===== config.mk =====
export PLATFORM = sky130hd
export DESIGN_NAME = sdram_bank_tracker
export DESIGN_NICKNAME = d
export VERILOG_FILES = /design/src/rtl/sdram_trk_pkg.sv /design/src/rtl/sdram_trk_ctrl.sv /design/src/rtl/sdram_trk_bank.sv /design/src/rtl/sdram_bank_tracker.sv
export SDC_FILE = /design/constraint.sdc
export NUM_CORES = 1
export LEC_CHECK = 0
export ABC_AREA = 1
export BUFFER_PORTS_ARGS = -buffer_cell sky130_fd_sc_hd__buf_4
export CAP_MARGIN = 40
export CELL_PAD_IN_SITES_DETAIL_PLACEMENT = 1
export CELL_PAD_IN_SITES_GLOBAL_PLACEMENT = 1
export CORE_MARGIN = 4
export CORE_UTILIZATION = 48
export CTS_CLUSTER_DIAMETER = 100
export DETAILED_ROUTE_END_ITERATION = 16
export PLACE_DENSITY_LB_ADDON = 0.1
export SLEW_MARGIN = 10
export SYNTH_ARGS = -nofsm -noshare
export SYNTH_HDL_FRONTEND = slang
export SYNTH_SLANG_ARGS = --single-unit

===== constraint.sdc =====
create_clock -name clk -period 3.9 [get_ports clk]
set_input_delay 0.39 -clock clk [delete_from_list [all_inputs] [get_ports clk]]
set_output_delay 0.39 -clock clk [all_outputs]
set_load 0.01 [all_outputs]

===== src/rtl/sdram_trk_pkg.sv =====
package sdram_trk_pkg;

  typedef enum logic [2:0] {
    CMD_NOP, CMD_ACT, CMD_RD, CMD_WR, CMD_PRE, CMD_REF, CMD_MRS
  } cmd_e;

  typedef enum logic [1:0] {
    BK_IDLE, BK_OPEN, BK_AUTO, BK_PRE
  } bankState_e;

  // Strobes from the control to one bank's datapath
  typedef struct packed {
    logic act;
    logic pre;
    logic autoPre;
    logic autoRead;
  } bankStrobe_t;

endpackage


===== src/rtl/sdram_trk_ctrl.sv =====
module sdram_trk_ctrl
  import sdram_trk_pkg::*;
#(
  parameter int NUM_BANKS = 2,
  parameter int BA_W      = 1,
  parameter int T_RC      = 6,
  localparam int RC_W     = $clog2(T_RC + 1)
) (
  input  logic                          clk,
  input  logic                          rstN,
  input  logic                          cke,
  input  logic                          csN,
  input  logic                          rasN,
  input  logic                          casN,
  input  logic                          weN,
  input  logic [BA_W-1:0]               bankAddr,
  input  logic                          apFlag,
  input  logic [NUM_BANKS-1:0]          stIdle,
  input  logic [NUM_BANKS-1:0]          stOpen,
  input  logic [NUM_BANKS-1:0]          stAuto,
  input  logic [NUM_BANKS-1:0]          stRasMet,
  output bankStrobe_t [NUM_BANKS-1:0]   strbVec,
  output logic                          banksHeld,
  output logic                          allIdle,
  output logic                          cmdLegal
);

  cmd_e                  cmd;
  logic                  prevCke, selfRef, rcActive;
  logic [RC_W-1:0]       rcLeft;
  logic [NUM_BANKS-1:0]  selHot;
  logic                  selIdle, selOpen, selAuto, selRasMet;
  logic                  preAllOk, preOneOk, doIt, rcLoad;

  always_comb begin
    if (csN) cmd = CMD_NOP;
    else begin
      unique case ({rasN, casN, weN})
        3'b011:  cmd = CMD_ACT;
        3'b101:  cmd = CMD_RD;
        3'b100:  cmd = CMD_WR;
        3'b010:  cmd = CMD_PRE;
        3'b001:  cmd = CMD_REF;
        3'b000:  cmd = CMD_MRS;
        default: cmd = CMD_NOP;
      endcase
    end
  end

  assign selHot    = NUM_BANKS'(1) << bankAddr;
  assign selIdle   = |(stIdle & selHot);
  assign selOpen   = |(stOpen & selHot);
  assign selAuto   = |(stAuto & selHot);
  assign selRasMet = |(stRasMet & selHot);

  assign banksHeld = rcActive | selfRef;
  assign allIdle   = (&stIdle) & ~banksHeld;

  assign preAllOk = !rcActive && !(|stAuto) && (&(~stOpen | stRasMet));
  assign preOneOk = !rcActive && !selAuto && (!selOpen || selRasMet);

  always_comb begin
    if (!prevCke)  cmdLegal = 1'b1;
    else if (!cke) cmdLegal = allIdle && (cmd == CMD_NOP || cmd == CMD_REF);
    else begin
      unique case (cmd)
        CMD_ACT:         cmdLegal = selIdle && !rcActive;
        CMD_RD, CMD_WR:  cmdLegal = selOpen;
        CMD_PRE:         cmdLegal = apFlag ? preAllOk : preOneOk;
        CMD_REF,
        CMD_MRS:         cmdLegal = allIdle;
        default:         cmdLegal = 1'b1;
      endcase
    end
  end

  assign doIt   = cmdLegal && prevCke && cke;
  assign rcLoad = (doIt && cmd == CMD_REF) || (selfRef && cke);

  for (genvar b = 0; b < NUM_BANKS; b++) begin : g_strb
    always_comb begin
      strbVec[b].act      = doIt && cmd == CMD_ACT && selHot[b];
      strbVec[b].pre      = doIt && cmd == CMD_PRE && (apFlag || selHot[b]);
      strbVec[b].autoPre  = doIt && (cmd == CMD_RD || cmd == CMD_WR) && apFlag && selHot[b];
      strbVec[b].autoRead = (cmd == CMD_RD);
    end
  end

  always_ff @(posedge clk) begin
    if (!rstN) begin
      prevCke  <= 1'b1;
      selfRef  <= 1'b0;
      rcActive <= 1'b0;
      rcLeft   <= '0;
    end else begin
      prevCke <= cke;
      if (prevCke && !cke && cmd == CMD_REF && cmdLegal) selfRef <= 1'b1;
      else if (selfRef && cke)                           selfRef <= 1'b0;
      if (rcLoad) begin
        rcActive <= 1'b1;
        rcLeft   <= RC_W'(T_RC - 1);
      end else if (rcActive) begin
        if (rcLeft == '0) rcActive <= 1'b0;
        else              rcLeft   <= rcLeft - 1'b1;
      end
    end
  end

  // self refresh is only ever entered from an all-idle state
  p_selfref_from_idle_r10: assert property (@(posedge clk) disable iff (!rstN)
    $rose(selfRef) |-> $past(allIdle));

  // leaving self refresh always starts the refresh busy window
  p_selfref_exit_busy_r11: assert property (@(posedge clk) disable iff (!rstN)
    $fell(selfRef) |-> rcActive);

endmodule


===== src/rtl/sdram_trk_bank.sv =====
module sdram_trk_bank
  import sdram_trk_pkg::*;
#(
  parameter int T_RAS_MIN = 4,
  parameter int T_RAS_MAX = 40,
  parameter int T_RP      = 3,
  parameter int T_WR      = 2,
  parameter int T_WARN    = 5,
  parameter int BL_W      = 4,
  parameter int CL_W      = 2,
  parameter int CNT_W     = 8
) (
  input  logic             clk,
  input  logic             rstN,
  input  bankStrobe_t      strb,
  input  logic [BL_W-1:0]  cfgBurstLen,
  input  logic [CL_W-1:0]  cfgCasLat,
  output logic             isIdle,
  output logic             isOpen,
  output logic             isAuto,
  output logic             rasMet,
  output logic             mustPre
);

  bankState_e        state;
  logic [CNT_W-1:0]  minLeft, maxLeft, burstLeft, rpLeft, burstDelay;

  assign burstDelay = strb.autoRead ? CNT_W'(cfgBurstLen) + CNT_W'(cfgCasLat)
                                    : CNT_W'(cfgBurstLen) + CNT_W'(T_WR);

  always_ff @(posedge clk) begin
    if (!rstN) begin
      state     <= BK_IDLE;
      minLeft   <= '0;
      maxLeft   <= '0;
      burstLeft <= '0;
      rpLeft    <= '0;
    end else begin
      unique case (state)
        BK_IDLE: if (strb.act) begin
          state   <= BK_OPEN;
          minLeft <= CNT_W'(T_RAS_MIN - 1);
          maxLeft <= CNT_W'(T_RAS_MAX - 1);
        end
        BK_OPEN: begin
          if (minLeft != '0) minLeft <= minLeft - 1'b1;
          if (maxLeft != '0) maxLeft <= maxLeft - 1'b1;
          if (strb.pre) begin
            state  <= BK_PRE;
            rpLeft <= CNT_W'(T_RP - 1);
          end else if (strb.autoPre) begin
            state     <= BK_AUTO;
            burstLeft <= burstDelay - 1'b1;
          end
        end
        BK_AUTO: begin
          if (minLeft != '0)   minLeft   <= minLeft - 1'b1;
          if (burstLeft != '0) burstLeft <= burstLeft - 1'b1;
          if (minLeft == '0 && burstLeft == '0) begin
            state  <= BK_PRE;
            rpLeft <= CNT_W'(T_RP - 1);
          end
        end
        default: begin
          if (rpLeft == '0) state  <= BK_IDLE;
          else              rpLeft <= rpLeft - 1'b1;
        end
      endcase
    end
  end

  assign isIdle  = (state == BK_IDLE);
  assign isOpen  = (state == BK_OPEN);
  assign isAuto  = (state == BK_AUTO);
  assign rasMet  = (minLeft == '0);
  assign mustPre = isOpen && (maxLeft <= CNT_W'(T_WARN));

  // the control only opens a bank that is idle
  p_act_only_idle_r2: assert property (@(posedge clk) disable iff (!rstN)
    strb.act |-> state == BK_IDLE);

  // a precharge to an open bank never cuts its minimum open time
  p_pre_after_min_r3: assert property (@(posedge clk) disable iff (!rstN)
    (strb.pre && state == BK_OPEN) |-> minLeft == '0);

  // nothing reaches a bank that is closing itself
  p_auto_untouched_r7: assert property (@(posedge clk) disable iff (!rstN)
    state == BK_AUTO |-> !(strb.act || strb.pre || strb.autoPre));

  // the internal precharge waits for the minimum open time
  p_auto_waits_min_r6: assert property (@(posedge clk) disable iff (!rstN)
    (state == BK_AUTO && minLeft != '0) |=> state == BK_AUTO);

  // a precharge clears the deadline warning
  p_warn_clears_r8: assert property (@(posedge clk) disable iff (!rstN)
    (mustPre && strb.pre) |=> !mustPre);

endmodule


===== src/rtl/sdram_bank_tracker.sv =====
module sdram_bank_tracker
  import sdram_trk_pkg::*;
#(
  parameter int NUM_BANKS = 2,
  parameter int T_RAS_MIN = 4,
  parameter int T_RAS_MAX = 40,
  parameter int T_RP      = 3,
  parameter int T_RC      = 6,
  parameter int T_WR      = 2,
  parameter int T_WARN    = 5,
  parameter int BL_W      = 4,
  parameter int CL_W      = 2,
  localparam int BA_W     = (NUM_BANKS > 1) ? $clog2(NUM_BANKS) : 1,
  localparam int CNT_W    = $clog2(T_RAS_MAX + (1 << BL_W) + (1 << CL_W) + T_WR + T_RP + 2)
) (
  input  logic                  clk,
  input  logic                  rstN,
  input  logic                  cke,
  input  logic                  csN,
  input  logic                  rasN,
  input  logic                  casN,
  input  logic                  weN,
  input  logic [BA_W-1:0]       bankAddr,
  input  logic                  apFlag,
  input  logic [BL_W-1:0]       cfgBurstLen,
  input  logic [CL_W-1:0]       cfgCasLat,
  output logic [NUM_BANKS-1:0]  bankIdle,
  output logic [NUM_BANKS-1:0]  bankActive,
  output logic [NUM_BANKS-1:0]  mustPrecharge,
  output logic                  allIdle,
  output logic                  cmdLegal
);

  bankStrobe_t [NUM_BANKS-1:0] strbVec;
  logic [NUM_BANKS-1:0]        stIdle, stOpen, stAuto, stRasMet;
  logic                        banksHeld;

  sdram_trk_ctrl #(.NUM_BANKS(NUM_BANKS), .BA_W(BA_W), .T_RC(T_RC)) u_ctrl (
    .clk(clk), .rstN(rstN), .cke(cke), .csN(csN), .rasN(rasN), .casN(casN),
    .weN(weN), .bankAddr(bankAddr), .apFlag(apFlag),
    .stIdle(stIdle), .stOpen(stOpen), .stAuto(stAuto), .stRasMet(stRasMet),
    .strbVec(strbVec), .banksHeld(banksHeld), .allIdle(allIdle),
    .cmdLegal(cmdLegal)
  );

  for (genvar b = 0; b < NUM_BANKS; b++) begin : g_bank
    sdram_trk_bank #(
      .T_RAS_MIN(T_RAS_MIN), .T_RAS_MAX(T_RAS_MAX), .T_RP(T_RP),
      .T_WR(T_WR), .T_WARN(T_WARN), .BL_W(BL_W), .CL_W(CL_W), .CNT_W(CNT_W)
    ) u_bank (
      .clk(clk), .rstN(rstN), .strb(strbVec[b]),
      .cfgBurstLen(cfgBurstLen), .cfgCasLat(cfgCasLat),
      .isIdle(stIdle[b]), .isOpen(stOpen[b]), .isAuto(stAuto[b]),
      .rasMet(stRasMet[b]), .mustPre(mustPrecharge[b])
    );
  end

  assign bankIdle   = stIdle & {NUM_BANKS{~banksHeld}};
  assign bankActive = stOpen | stAuto;

endmodule


==> flow_summary.ini <==
[die]
dieHeight_um = 106
fp-row-count = 35
coreArea_mm2 = 0.00924
die_x_um = 106
start_util = 0.495
die-area_mm2 = 0.0112
ioPinCount = 23

[setup_path]
r2r_slack_ns = 1.12
cp-end-kind = register
cp_max_fo = 15
slowest_stage = ha_1
crit_arrival_ns = 3.06
cp-startpoint = g_bank[0].u_bank.state[1]
r2r-end = g_bank[1].u_bank.burstLeft[3]
slowest_delay_ns = 0.56
path_cells = inv_1, ha_1, o21ai_0, nor2_1, nor3_1, nand2_1, nor2_1, nand2_2, nand3_2, nor2_4, nand3_1, nand2_1, nand2_1, inv_1, nand2_1, a21oi_1
crit_end = g_bank[1].u_bank.burstLeft[3]
start_kind = register
critPathRequiredTime_ns = 4.17
rr_startpoint = g_bank[0].u_bank.state[1]
crit_type = reg -> reg
cpMostUsedCell = nand2_1
rr_worst_depth = 16

[outcome]
outcome = complete, no violations

[logic_synthesis]
syn_area_per_cell_um2 = 6.58
synth.largest_area_cell = dfxtp_1
yosys-top-cells-area = dfxtp_1 (29%), nand2_1 (13%), a21oi_1 (8.4%)
yosys_most_used_dff = dfxtp_1
synth_top_area_frac = 0.289
yosysMostFrequentCell = nand2_1
ys_ff_latch = 66
yosys.cell_types.count = 39
syn_inst = 695
ys_warn_count = 0
synth_nets = 739
synthesis.area_mm2 = 0.00458
async_flop_share = 0
synthTopCellsByCount = nand2_1 (159), nor2_1 (88), a21oi_1 (77)
synth_edf_count = 0
yosysSeqAreaShare = 0.289

[timing]
slew_headroom = 0.576
post-route-period-util = 0.713
finalHoldViolations = 0
slew_viol_final = 0
worst_pin_slew_ns = 0.636
setup_violations = 0
fin_skew_ns = 0.00861
layout_setup_ws_ns = 1.12
finalCriticalPeriod_ns = 2.78
fin_setup_tns_ns = 0
fmax_mhz = 359
rsz0062_at_grt = false

[global_route]
antenna_found_initial = 0
grt_overflow_total = 0
grt_pass1_wl_mm = 22.1
grt_usage = 0.238
grt_max_degree = 33
grt_pass1_vias = 4746

[finish]
final_cells = 845
drive_gt1_frac = 0.115
num_antenna_cells = 0
fillerInstances = 1279
final_core_util = 0.542
area_growth_pct = 9.46
final_nets = 755

[power]
p_int_uw = 2330
clockPowerShare = 0.109
vdd_drop_max_v = 0.000377
seq_power_share = 0.224
power_uw = 4970
p_sw_uw = 2630
p_sw_frac = 0.530
combinationalPowerShare = 0.667
p_per_area_mw_per_mm2 = 992
p_leak_uw = 0.00224

[placed_design]
hpwl_mm = 9.43
preCtsSetupSlack_ns = 1.15
routabilityCongestion = 0.853
portBuffers = 22
dp_cells = 829

[detailed_routing]
wl_met3_um = 266
vias_per_cell = 5.30
initialDrtViolationCount = 164
wl_per_cell_um = 14.6
dr.pass1.iters = 4
drc = 0
m1WireLength_mm = 5.98
top_layer = met4
wl_mm = 12.4
via_count = 4481
antenna_left = 0
wl_met2_mm = 5.97

[clock_tree]
clock_latency_ns = 0.35
post_cts_buffers = 0
htree_levels = 3
postCtsHoldBufs = 0
cts-resized-gates = 0
clk_pin_slew_worst_paths_ns = 0.08
clockBufferDepth = 2
cts_buffers = 9
clock_sinks = 66
cts_root_buffer = clkbuf_8
cts_tree = yes

[hold_path]
worstHoldPathCells = 3
hold_class = in -> reg

[run]
drv_cap = 0
[critical path: cells and delay by family, from the launching register on]
kind                     cells  cell delay, ns
AO/OA/AOI/OAI                2            0.37
adder cells (fa/ha/maj)      1            0.56
buffers and inverters        2            0.28
flip-flops                   1            0.34
AND/OR/NAND/NOR             11            1.13
[power groups by stage]
| stage | registers, uW | clock network, uW | logic, uW |
|---|---|---|---|
| 2_1_floorplan | 1070 | 0 | 2570 |
| 3_3_place_gp | 1110 | 0 | 3150 |
| 3_5_place_dp | 1120 | 0 | 3310 |
| 4_1_cts | 1110 | 563 | 3340 |
| 5_1_grt | 1150 | 584 | 3820 |
| 6_report | 1110 | 542 | 3310 |
[cells by family after synthesis]
family | count (synthesis) | synth area share
AND/OR/NAND/NOR | 338 | 0.328
AO/OA/AOI/OAI | 132 | 0.155
buffers and inverters | 99 | 0.0875
flip-flops | 66 | 0.289
XOR/XNOR | 29 | 0.0555
adder cells (fa/ha/maj) | 29 | 0.0809
multiplexers | 2 | 0.00438
[metrics by stage]
stage / hold WS, ns / area [um2]
floorplan: 0.445 / 4580
global placement: 0.452 / 4830
detailed placement: 0.473 / 4830
CTS: 0.360 / 5010
global route: 0.389 / 5010
finish: 0.381 / 5010
[sequential cells by signal (all words and copies together) (netlist names)]
register,cells
g_bank.u_bank.burstLeft,14
g_bank.u_bank.maxLeft,14
g_bank.u_bank.minLeft,14
g_bank.u_bank.rpLeft,14
g_bank.u_bank.state,4
u_ctrl.rcLeft,3
u_ctrl.prevCke,1
u_ctrl.rcActive,1
u_ctrl.selfRef,1
[cell type report]
| cell class | instances | area [um2] | share of cell area |
|---|---|---|---|
| flip-flops and latches | 66 | 1320 | 0.264 |
| multi-input cells | 530 | 2850 | 0.570 |
| clock inverters | 6 | 42.5 | 0.00849 |
| inverters | 80 | 312 | 0.0622 |
| repair buffers | 24 | 180 | 0.0360 |
| clock buffers | 10 | 138 | 0.0275 |
| well taps | 129 | 161 | 0.0322 |
[cell usage in the layout, fill, tap and decap left out, types with 7 or more instances in the layout]
master,n
clkbuf_8,10
or2_2,7
buf_4,24
nand3_1,36
nand2_1,159
xor2_1,22
nor2_1,88
xnor2_1,7
dfxtp_1,66
nor3_1,8
o21ai_0,35
inv_1,71
o21ai_1,8
ha_1,28
nand2_2,8
a21oi_1,77
[per-layer routing]
layer | up-vias | GRT usage
li1 | 2273 | -
met1 | 2156 | 0.312
met2 | 39 | 0.411
met3 | 13 | 0.0367
met4 | 0 | 0.0592
met5 | - | 0
[how the worst min path moves through the flow]
stage,from,to,slack [ns]
global route,cke,u_ctrl.prevCke,0.39
detailed placement,g_bank[0].u_bank.rpLeft[0],g_bank[0].u_bank.rpLeft[0],0.47
finish,cke,u_ctrl.prevCke,0.38
global placement,g_bank[1].u_bank.rpLeft[0],g_bank[1].u_bank.rpLeft[0],0.45
CTS,cke,u_ctrl.prevCke,0.36
floorplan,g_bank[0].u_bank.rpLeft[0],g_bank[0].u_bank.rpLeft[0],0.45
(Power assumes the default switching activity.)
